==> config.mk <==
export PLATFORM = sky130hd
export DESIGN_NAME = irq_flag_arbiter
export DESIGN_NICKNAME = d
export VERILOG_FILES = /design/src/rtl/irq_flag_arbiter.sv
export SDC_FILE = /design/constraint.sdc
export NUM_CORES = 1
export LEC_CHECK = 0
export ABC_AREA = 0
export BUFFER_PORTS_ARGS = -buffer_cell sky130_fd_sc_hd__buf_2
export CAP_MARGIN = 5
export CORE_UTILIZATION = 55
export DETAILED_ROUTE_END_ITERATION = 10
export HOLD_SLACK_MARGIN = 0.03
export PLACE_DENSITY = 0.87
export SYNTH_ARGS = -nofsm -noshare
export SYNTH_HDL_FRONTEND = slang
export SYNTH_SLANG_ARGS = --single-unit
==> constraint.sdc <==
create_clock -name clk -period 36.3 [get_ports clk]
set_clock_uncertainty 0.2 [all_clocks]
set_input_delay 9.075 -clock clk [delete_from_list [all_inputs] [get_ports clk]]
set_output_delay 9.075 -clock clk [all_outputs]
set_load 0.01 [all_outputs]
==> src/rtl/irq_flag_arbiter.sv <==
module irq_flag_arbiter #(
  parameter int NSRC = 16,
  parameter int LVLW = 3,
  parameter int AW = 3,
  parameter logic [NSRC-1:0] PULSE_ONLY = 16'hFF00
) (
  input  logic              clk,
  input  logic              rst_n,
  input  logic [AW-1:0]     reg_addr,
  input  logic              reg_wr,
  input  logic [NSRC-1:0]   reg_wdata,
  output logic [NSRC-1:0]   reg_rdata,
  input  logic [NSRC-1:0]   cause_in,
  input  logic [NSRC-1:0]   trig_level,
  input  logic              cpu_ie,
  input  logic [LVLW-1:0]   cpu_il,
  output logic              irq_req,
  output logic [$clog2(NSRC)-1:0] irq_vec,
  output logic [LVLW-1:0]   irq_lvl
);

  localparam int IW = $clog2(NSRC);
  localparam int PITCH = 4;
  localparam int PER_REG = NSRC / PITCH;
  localparam int NLREG = NSRC / PER_REG;
  localparam int LBASE = 2;

  logic [NSRC-1:0] flag_r, en_r, cause_q;
  logic [LVLW-1:0] lvl_r [NSRC];

  wire wr_flag = reg_wr && (reg_addr == AW'(0));
  wire wr_en   = reg_wr && (reg_addr == AW'(1));

  wire [NSRC-1:0] lvl_mode = trig_level & ~PULSE_ONLY;
  wire [NSRC-1:0] rise     = cause_in & ~cause_q & ~lvl_mode;
  wire [NSRC-1:0] clr      = wr_flag ? reg_wdata : '0;
  wire [NSRC-1:0] flag_nxt = (lvl_mode & cause_in) |
                             (~lvl_mode & ((flag_r & ~clr) | rise));
  wire [NSRC-1:0] elig     = flag_r & en_r;

  always_ff @(posedge clk or negedge rst_n) begin
    if (!rst_n) begin
      flag_r  <= '0;
      cause_q <= '0;
      en_r    <= '0;
    end else begin
      flag_r  <= flag_nxt;
      cause_q <= cause_in;
      if (wr_en) en_r <= reg_wdata;
    end
  end

  for (genvar g = 0; g < NSRC; g++) begin : g_lvl
    localparam int RI = g / PER_REG;
    localparam int FI = g % PER_REG;
    always_ff @(posedge clk or negedge rst_n) begin
      if (!rst_n) lvl_r[g] <= '0;
      else if (reg_wr && reg_addr == AW'(LBASE + RI))
        lvl_r[g] <= reg_wdata[FI*PITCH +: LVLW];
    end
  end

  always_comb begin
    reg_rdata = '0;
    if (reg_addr == AW'(0)) reg_rdata = flag_r;
    else if (reg_addr == AW'(1)) reg_rdata = en_r;
    else
      for (int k = 0; k < NLREG; k++)
        if (reg_addr == AW'(LBASE + k))
          for (int j = 0; j < PER_REG; j++)
            reg_rdata[j*PITCH +: LVLW] = lvl_r[k*PER_REG + j];
  end

  logic            found;
  logic [LVLW-1:0] best_lvl;
  logic [IW-1:0]   best_idx;

  always_comb begin
    found    = 1'b0;
    best_lvl = '0;
    best_idx = '0;
    for (int i = NSRC - 1; i >= 0; i--)
      if (elig[i] && (!found || lvl_r[i] >= best_lvl)) begin
        found    = 1'b1;
        best_lvl = lvl_r[i];
        best_idx = IW'(i);
      end
  end

  always_ff @(posedge clk or negedge rst_n) begin
    if (!rst_n) begin
      irq_req <= 1'b0;
      irq_vec <= '0;
      irq_lvl <= '0;
    end else begin
      irq_req <= found && cpu_ie && (best_lvl > cpu_il);
      irq_vec <= best_idx;
      irq_lvl <= best_lvl;
    end
  end

  a_r2_edge_sets_flag: assert property (@(posedge clk) disable iff (!rst_n)
    (rise != '0) |=> ((flag_r & $past(rise)) == $past(rise)));

  a_r4_level_follows: assert property (@(posedge clk) disable iff (!rst_n)
    1'b1 |=> ((flag_r & $past(lvl_mode)) == ($past(cause_in) & $past(lvl_mode))));

  a_r6_winner_eligible: assert property (@(posedge clk) disable iff (!rst_n)
    irq_req |-> ((($past(elig) >> irq_vec) & NSRC'(1)) != '0));

  a_r7_needs_ie: assert property (@(posedge clk) disable iff (!rst_n)
    irq_req |-> $past(cpu_ie));

  a_r8_above_cpu_level: assert property (@(posedge clk) disable iff (!rst_n)
    irq_req |-> (irq_lvl > $past(cpu_il)));

  a_r3_zero_write_keeps: assert property (@(posedge clk) disable iff (!rst_n)
    (wr_flag && reg_wdata == '0 && lvl_mode == '0) |=> ((flag_r & $past(flag_r)) == $past(flag_r)));

endmodule

==> results.md <==
* Ys flop type: dfrtp_1
* Row count at 40
* Wire per inst at 20.0 um
* CTS max path bufs at 2
* Hold WC Path Type: register to register
* Crit path DAT at 23.02 ns
* Setup Total Neg Slack at 0 ns
* Total grt overflow at 0
* Outcome: completed
* Cell taking the most area after synthesis: dfrtp_1
* Filler Cell Count at 971
* Initial core utilization at 56.8%
* Unrepaired setup endpoints after global routing: false
* Die W at 114 um
* Postcts setup bufs at 0
* First-pass GRT wire length at 30.9 mm
* Placed cell areas at 0.00743 mm2
* Largest net degree at the start of global routing at 66
* Dpl hpwl at 14.1 mm
* CTS tree: built
* Placed Instances at 935
* Die height at 114 um
* Routability cong. at 0.970
* Remaining DRCs at 0
* Crit Path Class: register to register
* Synth top area share at 37.9%
* Total iterations of the first detailed-routing run at 7
* Yosys warns at 0
* Slew margin rel. at 40.1%
* Slowest stage delay, CP at 0.58 ns
* R2r setup slk at 13.32 ns
* MaxCap Viol Count at 0
* Core ar. at 0.0121 mm2
* Mapped Cells at 712
* Ports at 82
* Layout Utilization at 63.9%
* Vias in the first global route at 5,820
* Syn Nets at 809
* CTS H-tree lvls at 3
* Post-Syn Area at 0.00688 mm2
* Crit-path slowest cell: a2111oi_0
* Synth async-reset ratio at 100%
* CTS root buf: clkbuf_16
* Drt via density at 6.42
* WHS Path Cells at 1
* Final Hold Vio Count at 0
* CP startpoint kind: register
* ANT cells at 0
* Worst-case reg-to-reg path depth at 97
* Design area at 0.00774 mm2
* Clk sink count at 104
* Leak pwr at 3.60 nW
* Fmax at 43.5 MHz
* Antenna violation net count after detailed routing at 0
* Clock latency on the worst-skew pair at 0.36 ns
* Hold endpoint: flag_r[12]
* CTS clk-pin slew, worst paths at 0.08 ns
* Ranking of synthesized cells by area: dfrtp_1 (38%), mux2_2 (9.3%), ha_1 (7.1%)
* Peak fanout along the critical path at 9
* Worst R2R Start: flag_r[15]
* Most Frequent Cell on Critical Path: ha_1
* Slew @ Worst Pin at 0.894 ns
* Syn Area/Cell at 9.66 um2
* Die Area at 0.0130 mm2
* RR Endpoint: irq_req
* CTS Buf Count at 9
* Initial antenna violation count at 0
* Buffers plus inverters on the worst setup path at 2
* Final setup vio count at 0
* Pwr per Cell Area at 112 mW/mm2
* I/O Buffers at 73
* Final Cycle Share at 63.3%
* Hold_buf cts at 0
* Setup crit end kind: register
* Drt total wl at 19.0 mm
* Hold Startpoint: cause_q[12]
* DRT iter0 DRCs at 742
* Dpl ws at 13.99 ns
* Number of synthesized flops with an enable pin at 0
* Distinct cells, synth at 76
* Req. time, crit path at 36.34 ns
* Area Growth Syn to Fin at 12.5%
* Peak supply drop at 0.0561 mV
* Register area share after synthesis at 37.9%
* Delay-heaviest family, CP: compound AO/OA/AOI/OAI gates
* Fin. max-slew vios at 0
* Via count at 6,109
* GRT Overall Usage at 31.4%
* Layout cells sized above 1 at 24.1%
* Fin nets at 875
* Final non-filler cell total at 951
* Cells resized by post-CTS repair at 0
* Worst setup margin at 13.32 ns
* Fin crit period at 22.98 ns
* Yosys reg bits at 104
layout by cell type, fill, tap and decap left out, types with 10 or more instances in the layout:
| cell | instances |
|---|---|
| dfrtp_1 | 104 |
| nand2_1 | 91 |
| buf_2 | 72 |
| inv_1 | 57 |
| mux2_2 | 57 |
| o21ai_0 | 46 |
| ha_1 | 39 |
| nor2_1 | 30 |
| a21oi_1 | 28 |
| mux2i_1 | 18 |
| nand2b_1 | 16 |
| o22ai_1 | 16 |
| nand3_1 | 14 |
| nor3_1 | 13 |
| a21o_1 | 12 |
| a31oi_1 | 11 |
| mux4_2 | 11 |
| and2_1 | 10 |
registers in the layout (all words and copies together), names as in the netlist:
| name | flops |
|---|---|
| lvl_r | 48 |
| cause_q | 16 |
| en_r | 16 |
| flag_r | 16 |
| irq_vec | 4 |
| irq_lvl | 3 |
| irq_req | 1 |
metal layers:
layer  vias up  track usage [%]  wire length (um)
met1      2966             44.0              7920
li1       2739                -                 -
met2       342             48.7              8760
met5         -                0                 0
met4         0             13.1               754
met3        62             5.10              1600
kinds of logic (layout without fill, tap and decap cells):
family                     after synthesis  count (layout)  share of synthesized area (%)
buffers and inverters                   81             152                           4.57
adders and majority gates               40              40                           7.24
muxes                                   87              87                           15.8
and+or+nand+nor                        219             219                           16.1
DFF                                    104             104                           37.9
AOI/OAI and AO/OA                      181             181                           18.5
Yosys cell counts, drive strengths merged, types with 4 or more instances:
cell     count
or2          5
nand2b      16
buf          8
o221ai       4
o31ai        4
nand4b       4
inv         57
o21ai       48
nor3        15
nand3       14
and3         7
o311a        4
a31oi       12
o21a         9
nand2       92
mux2i       18
a21o        12
o2111ai      4
mux4        11
nor2        30
nand3b       9
clkbuf      16
a21oi       28
and2        10
o22ai       16
dfrtp      104
mux2        58
a32oi        4
nor2b        7
ha          39
where the power goes:
| part | internal (W) | total [W] | switching (W) |
|---|---|---|---|
| registers | 0.000141 | 0.000169 | 0.0000274 |
| logic | 0.000268 | 0.000600 | 0.000332 |
| clock network | 0.0000494 | 0.0000984 | 0.0000490 |
worst max-delay path by stage:
stage	from	to	cells past startpoint
final	flag_r[15]	irq_req	97
after global routing	flag_r[15]	irq_req	100
after floorplan	reg_addr[0]	reg_rdata[11]	5
after detailed placement	flag_r[15]	irq_req	95
after CTS	flag_r[15]	irq_req	100
after global placement	flag_r[15]	irq_req	98
through the flow:
step           total power, W  hold slack (ns)
2_1_floorplan        0.000616            0.200
6_report             0.000867            0.215
3_5_place_dp         0.000747            0.207
3_3_place_gp         0.000729            0.201
5_1_grt              0.000941            0.243
4_1_cts              0.000856            0.218
area by class of cell:
class                      count  area [um2]  share of cell area (%)
sequential                   104        2600                    33.6
clock inverter                 7        80.1                    1.04
timing repair buffer          79         413                    5.34
multi-input combinational    527        3990                    51.6
clock buffer                   9         225                    2.91
tap                          168         210                    2.72
inverter                      57         214                    2.77
Power figures use the tool's default switching activity.
